`src/rtl/brg_pkg.sv`:
```
package brg_pkg;

    localparam int BYTE_W    = 8;
    localparam int NUM_BYTES = 2;
    localparam int DIV_W     = BYTE_W * NUM_BYTES;

    typedef logic [DIV_W-1:0] div_t;

    // What the counter does on the coming edge.
    typedef enum logic [1:0] {
        ACT_HALT   = 2'd0,  // divisor zero: park, no strobe
        ACT_RELOAD = 2'd1,  // divisor just written: restart quietly
        ACT_FIRE   = 2'd2,  // period complete: strobe and restart
        ACT_COUNT  = 2'd3   // count down
    } cnt_act_e;

    typedef struct packed {
        div_t count;
        logic tick;
    } ctr_state_t;

    function automatic cnt_act_e pick_action(input logic div_zero,
                                             input logic reload,
                                             input logic at_end);
        if (div_zero)
            return ACT_HALT;
        else if (reload)
            return ACT_RELOAD;
        else if (at_end)
            return ACT_FIRE;
        else
            return ACT_COUNT;
    endfunction

endpackage

```
`src/rtl/brg_div_latch.sv`:
```
module brg_div_latch #(
    parameter int BYTE_W    = brg_pkg::BYTE_W,
    parameter int NUM_BYTES = brg_pkg::NUM_BYTES,
    localparam int DIV_W    = BYTE_W * NUM_BYTES
) (
    input  logic                 clk,
    input  logic                 rst,
    input  logic [BYTE_W-1:0]    wr_data,
    input  logic [NUM_BYTES-1:0] wr_en,
    output logic [DIV_W-1:0]     div,
    output logic                 written
);

    // One byte lane per write enable.
    for (genvar g = 0; g < NUM_BYTES; g++) begin : g_lane
        logic [BYTE_W-1:0] lane_q;
        always_ff @(posedge clk) begin
            if (rst)
                lane_q <= '0;
            else if (wr_en[g])
                lane_q <= wr_data;
        end
        assign div[g*BYTE_W +: BYTE_W] = lane_q;
    end

    // Flags that the divisor changed on the last edge.
    always_ff @(posedge clk) begin
        if (rst)
            written <= 1'b0;
        else
            written <= |wr_en;
    end

endmodule

```
`src/rtl/brg_counter.sv`:
```
module brg_counter #(
    parameter int DIV_W = brg_pkg::DIV_W
) (
    input  logic             clk,
    input  logic             rst,
    input  logic [DIV_W-1:0] div,
    input  logic             reload,
    output logic             tick
);
    import brg_pkg::*;

    logic [DIV_W-1:0] count_q;
    logic             tick_q;
    cnt_act_e         act;
    logic [DIV_W-1:0] restart;

    assign restart = div - DIV_W'(1);

    always_comb begin
        act = pick_action(div == '0, reload, count_q == '0);
    end

    always_ff @(posedge clk) begin
        if (rst) begin
            count_q <= '0;
            tick_q  <= 1'b0;
        end else begin
            unique case (act)
                ACT_HALT: begin
                    count_q <= '0;
                    tick_q  <= 1'b0;
                end
                ACT_RELOAD: begin
                    count_q <= restart;
                    tick_q  <= 1'b0;
                end
                ACT_FIRE: begin
                    count_q <= restart;
                    tick_q  <= 1'b1;
                end
                default: begin
                    count_q <= count_q - DIV_W'(1);
                    tick_q  <= 1'b0;
                end
            endcase
        end
    end

    assign tick = tick_q;

endmodule

```
`src/rtl/brg_tick_gen.sv`:
```
module brg_tick_gen #(
    parameter int BYTE_W = brg_pkg::BYTE_W,
    localparam int DIV_W = 2 * BYTE_W
) (
    input  logic              clk,
    input  logic              rst,
    input  logic [BYTE_W-1:0] wr_data,
    input  logic              wr_lo,
    input  logic              wr_hi,
    output logic              tick,
    output logic [DIV_W-1:0]  div_q
);

    logic [1:0]       wr_en;
    logic [DIV_W-1:0] div;
    logic             written;

    assign wr_en = {wr_hi, wr_lo};

    brg_div_latch #(
        .BYTE_W    (BYTE_W),
        .NUM_BYTES (2)
    ) u_latch (
        .clk     (clk),
        .rst     (rst),
        .wr_data (wr_data),
        .wr_en   (wr_en),
        .div     (div),
        .written (written)
    );

    brg_counter #(
        .DIV_W (DIV_W)
    ) u_counter (
        .clk    (clk),
        .rst    (rst),
        .div    (div),
        .reload (written),
        .tick   (tick)
    );

    assign div_q = div;

endmodule

```
`config.mk`:
```
export PLATFORM = sky130hd
export DESIGN_NAME = brg_tick_gen
export DESIGN_NICKNAME = d
export VERILOG_FILES = /design/src/rtl/brg_pkg.sv /design/src/rtl/brg_div_latch.sv /design/src/rtl/brg_counter.sv /design/src/rtl/brg_tick_gen.sv
export SDC_FILE = /design/constraint.sdc
export NUM_CORES = 1
export LEC_CHECK = 0
export ABC_AREA = 1
export BUFFER_PORTS_ARGS = -buffer_cell sky130_fd_sc_hd__buf_2
export CAP_MARGIN = 20
export CORE_MARGIN = 2
export CORE_UTILIZATION = 44
export DETAILED_ROUTE_END_ITERATION = 16
export GPL_ROUTABILITY_DRIVEN = 0
export SKIP_CTS_REPAIR_TIMING = 1
export SLEW_MARGIN = 20
export SYNTH_ARGS = -nofsm -noshare
export SYNTH_HDL_FRONTEND = slang
export SYNTH_SLANG_ARGS = --single-unit
```
`constraint.sdc`:
```
create_clock -name clk -period 4.7 [get_ports clk]
set_input_delay 0.235 -clock clk [delete_from_list [all_inputs] [get_ports clk]]
set_output_delay 0.235 -clock clk [all_outputs]
set_load 0.01 [all_outputs]
```
==> Yosys cells after proc, flatten, opt, wreduce, memory -nomap -nowiden <==
Index checks and enable logic that the tools add are counted.
{ "word_totals": {"reg_bits": 34, "in_bits": 12, "output_inout_bits": 17, "elab_cells": 19} }
{ "op_classes": {"n_addsub": 2, "n_eq_ne": 2, "mux": 5, "n_reduce_logical": 5} }
{ "ops": {"columns": ["op", "n"], "rows": [
  ["16-bit logical NOT", 2],
  ["16-bit one-hot mux with 2 select lines", 1],
  ["16-bit by 1-bit subtractor with 16-bit output, second input constant", 2],
  ["2-bit 2-to-1 mux", 2],
  ["2-bit OR reduction", 2],
  ["2-bit by 1-bit == test with 1-bit output, second input constant", 1],
  ["2-bit == test, second input constant", 1],
  ["2-bit logical NOT", 1],
  ["1-bit 2-to-1 mux", 2]
]} }

==> Depth between registers and ports, before layout <==
{ "depth": {"word_depth": 7, "ltp_mapped": 17, "depth_no_buf": 15} }

==> Hierarchy <==
Synthesis repeated with hierarchy kept, for this count alone.
{ "unflattened": {"cells_unflattened": 312, "hier_area_um2": 1989.4} }
{ "by_module_without_submodules": {"columns": ["module", "n_inst", "cells_per_inst", "area_per_inst_um2"], "rows": [
  ["brg_counter", 1, 215, 1305.0],
  ["brg_div_latch", 1, 97, 684.4]
]} }

==> Worst setup path after synthesis <==
No wires, ideal clock.
{ "synth_timing": {"path_kind": "reg2reg", "startpoint": "register u_counter.count_q[2]", "endpoint": "register u_counter.count_q[10]", "setup_ns": 0.064, "t_arrival_ns": 2.321, "slack_ns": 2.315, "path_stages_with_launch": 16, "cell_sequence": "dfxtp_1 nor4_1 nand4_1 o21ai_0 ha_1 buf_6 o21ai_2 ha_1 nand3_2 nor2_2 inv_2 nor2_4 nand2_1 nand2_1 inv_1 nor2_1"} }
{ "synth_between": {"elab_chain_cells": 7, "elab_cells_between_ends": 10} }
{ "synth_rtl": {"columns": ["element", "line_no", "text"], "rows": [
  ["from (decl)", "brg_counter.sv:12", "logic [DIV_W-1:0] count_q;"],
  ["from (signal assigned)", "brg_counter.sv:34", "count_q <= restart;"],
  ["from (signal assigned)", "brg_counter.sv:38", "count_q <= restart;"],
  ["from (signal assigned)", "brg_counter.sv:42", "count_q <= count_q - DIV_W'(1);"],
  ["16-bit logical NOT", "brg_counter.sv:20", "act = pick_action(div == '0, reload, count_q == '0);"],
  ["1-bit 2-to-1 mux", "brg_pkg.sv:29", "else if (at_end)"],
  ["2-bit 2-to-1 mux", "brg_pkg.sv:27", "else if (reload)"],
  ["2-bit 2-to-1 mux", "brg_pkg.sv:25", "if (div_zero)"],
  ["2-bit by 1-bit == test with 1-bit output or 2-bit == test (tied branches)", "brg_counter.sv:28", "unique case (act)"],
  ["2-bit OR reduction (no line)", null, null],
  ["16-bit one-hot mux with 2 select lines (*)", "brg_counter.sv:28", null]
]} }
Mark *: on every way between the ends. The rest lies on a longest branch, timed or not.
A chain may end at the register's enable or synchronous reset.

==> Final worst setup path <==
{ "layout_timing": {"startpoint": "register u_counter.count_q[13]", "endpoint": "register u_counter.count_q[10]"} }
{ "layout_between": {"elab_chain_cells": 7, "elab_cells_between_ends": 9} }
{ "layout_rtl": {"columns": ["element", "line_no"], "rows": [
  ["16-bit logical NOT (*)", "brg_counter.sv:20"],
  ["1-bit 2-to-1 mux (*)", "brg_pkg.sv:29"],
  ["2-bit 2-to-1 mux (*)", "brg_pkg.sv:27"],
  ["2-bit 2-to-1 mux (*)", "brg_pkg.sv:25"],
  ["2-bit by 1-bit == test with 1-bit output or 2-bit == test (tied branches)", "brg_counter.sv:28"],
  ["2-bit OR reduction (no line)", null],
  ["16-bit one-hot mux with 2 select lines (*)", "brg_counter.sv:28"]
]} }
Marks and branches as above.

==> results.json <==
{
  "run_status": "finished, final reports clean",
  "fin_skew_ns": 0.004694,
  "max_slew.worst_pin.slew_ns": 0.8689,
  "post_synth_num_cell_types": 26,
  "synth.top_cells.by_count": "58 x nand2_1, 49 x nor2_1, 34 x dfxtp_1",
  "routed-via-count": 1677,
  "ys_warn_count": 0,
  "report.power.total_mw": 1.356,
  "power.density_cell_area_nw_per_um2": 649.7,
  "tritoncts": "done",
  "drcViolationCount": 0,
  "dieHeight_um": 68.59,
  "drt-pass1-iter-count": 4,
  "num-nets-final": 308,
  "wl_mm": 4.507,
  "viasPerCell": 4.875,
  "power.share.switching_pct": 47.53,
  "timing_worst_setup_path_type": "flip-flop to flip-flop",
  "cp.arrival_ns": 3.39,
  "hold_path_class": "input pin to flip-flop",
  "routed_wire_length_per_instance_um": 13.10,
  "rrSetupSlack_ns": 1.53,
  "area_delta_synth_final_pct": 13.70,
  "synth.most_common_cell": "nand2_1",
  "dp_hpwl_mm": 3.555,
  "syn_inst": 264,
  "critical_path_peak_fanout": 28,
  "grt_pass1_wl_mm": 7.507,
  "area_of_the_die_sq_um": 4705,
  "critPathLaunchType": "flip-flop",
  "ios": 29,
  "dr.first_iter.drc_count": 106,
  "cap_viol_max_count": 0,
  "end_kind": "flip-flop",
  "globalRouteTotalUtil_pct": 22.00,
  "numCtsBuffers": 5,
  "vias_in_the_first_global_route": 1579,
  "clk_pin_slew_ns": 0.07,
  "syn_nets": 279,
  "p_int_uw": 711.4,
  "totalNegativeSetupSlack_ns": 0,
  "seq_power_share_pct": 30.1,
  "synth_async_sr_flop_share_pct": 0,
  "globalRoute.totalOverflow": 0,
  "fin_crit_sh_pct": 67.37,
  "insertion_delay_ns": 0.29,
  "utilization_of_the_core_after_routing_pct": 52.17,
  "synth_enable_flop_cells": 0,
  "final_max_slew_viol_count": 0,
  "antenna_found_initial": 0,
  "period_minus_slack_ns": 3.166,
  "antenna_violating_nets_post_route": 0,
  "antenna_cells_inserted": 0,
  "comb_power_share_pct": 52.8,
  "grt_setup_unrepaired": "no",
  "synth_area_leaders": "dfxtp_1 37%, nand2_1 12%, nor2_1 10%, o21ai_0 6.0%, inv_1 5.1%",
  "die_w_um": 68.59,
  "placement.io_buffers": 28,
  "final_count_of_negative_setup_slack_endpoints": 0,
  "clock-sinks": 34,
  "critical_path_required_ns": 4.93,
  "max_frequency_ghz": 0.3158,
  "grt_start_max_net_pins": 29,
  "relSlewSlack_pct": 42.07,
  "final_layout_size_suffix_gt1_share_pct": 22.79,
  "core-area_sq_um": 4000,
  "vdd.ir_drop.worst_mv": 0.2351,
  "initial_core_util_pct": 45.89,
  "fin_area_sq_um": 2087,
  "syn_area_sq_um": 1836,
  "final_hold_fails": 0,
  "max-clock-path-buffers": 2,
  "sequential_area_share_after_synthesis_pct": 37.08,
  "place_area_sq_um": 1992,
  "power.leakage_nw": 1.003,
  "power.net_switching_uw": 644.5,
  "postSynth.topFlopCell": "dfxtp_1",
  "ctsRootBufferMaster": "clkbuf_8",
  "rows": 23,
  "netlist.area_leader.share_pct": 37.08,
  "clock_tree.htree_level_count": 2,
  "post_synthesis_average_cell_area_sq_um": 6.953,
  "ys_ff_latch": 34,
  "clkPwrFrac_pct": 17.0,
  "synth_largest_area_cell": "dfxtp_1"
}
==> routing by layer <==
metal	part of all wire, %	vias to the layer above	routed length, um	GRT usage (%)
li1	-	898	-	-
met1	50	750	2273	29.18
met2	45	24	2022	35.22
met3	3.6	5	160	5.682
met4	1.1	0	51	6.000
met5	0	-	0	0
==> worst paths after layout <==
check                                                               from  depth (start not counted)                                       end
worst min register to register  u_latch.g_lane[0].lane_q[0]$_SDFFE_PP0P_                          2  u_latch.g_lane[0].lane_q[0]$_SDFFE_PP0P_
worst min-delay path                                                 rst                          2                u_latch.written$_SDFF_PP0_
worst max-delay path                    u_counter.count_q[13]$_SDFF_PP0_                         15          u_counter.count_q[10]$_SDFF_PP0_
worst max register to register          u_counter.count_q[13]$_SDFF_PP0_                         15          u_counter.count_q[10]$_SDFF_PP0_
==> cell type report <==
| class | instances | area, sq um |
|---|---|---|
| clock buffer | 6 | 82.58 |
| fill | 401 | 1913 |
| inverter | 30 | 112.6 |
| sequential | 34 | 680.7 |
| clock inverter | 2 | 12.51 |
| tap | 50 | 62.56 |
| multi-input combinational | 194 | 996.0 |
| timing repair buffer | 28 | 140.1 |
==> flip-flops by register name (all words and copies together), names as in the netlist <==
signal                 flops
u_counter.tick             1
u_latch.written            1
u_counter.count_q         16
u_latch.g_lane.lane_q     16
==> stage by stage <==
stage	instances	hold WS [ns]	setup WS, ns
after global placement	336	0.4643	1.638
after detailed placement	336	0.4625	1.573
after floorplan	264	0.3041	2.315
after global routing	344	0.1606	1.075
after CTS	344	0.1529	1.552
final	344	0.1571	1.534
==> critical path: stages, from the launching register on <==
cell and delay (ns):
dfxtp_1 0.31, nor4_1 0.37, nand4_1 0.14, o21ai_0 0.27, ha_1 0.77, nand2_1 0.14, o21ai_2 0.14, ha_1 0.24
nand3_2 0.12, nor2_2 0.18, inv_2 0.08, nor2_4 0.12, nand2_1 0.05, nand2_1 0.05, inv_1 0.03, nor2_1 0.08
==> placed cells by master (no fill, tap or decap), types with 2 or more instances in the layout <==
| cell | synthesis | final |
|---|---|---|
| o21a_1 | 3 | 3 |
| inv_2 | 3 | 3 |
| o21ai_2 | 5 | 5 |
| nand2_4 | 3 | 3 |
| nor2_2 | 4 | 4 |
| a21oi_1 | 15 | 15 |
| inv_1 | 25 | 25 |
| nor2_4 | 2 | 2 |
| nor2_8 | 2 | 2 |
| ha_1 | 3 | 3 |
| clkbuf_8 | 0 | 6 |
| nor2_1 | 49 | 49 |
| nand2_2 | 9 | 9 |
| clkinv_1 | 2 | 2 |
| nor4_1 | 6 | 6 |
| buf_2 | 1 | 28 |
| nand4_1 | 2 | 2 |
| nand3_1 | 7 | 7 |
| nand2_1 | 58 | 58 |
| o21ai_0 | 22 | 22 |
| dfxtp_1 | 34 | 34 |
==> power groups by stage <==
stage	sequential, mW	clock [mW]	combinational, mW
after detailed placement	0.414	0	0.717
after global routing	0.414	0.246	0.816
after global placement	0.414	0	0.715
after CTS	0.408	0.233	0.720
final	0.408	0.231	0.717
after floorplan	0.401	0	0.614
==> cell families after synthesis <==
group	synth area share (%)
AO/OA/AOI/OAI	13.97
buffers and inverters	8.657
adder cells (fa/ha/maj)	2.045
flip-flops	37.08
AND/OR/NAND/NOR	38.24
No activity file was read; power rests on OpenSTA's default activity.
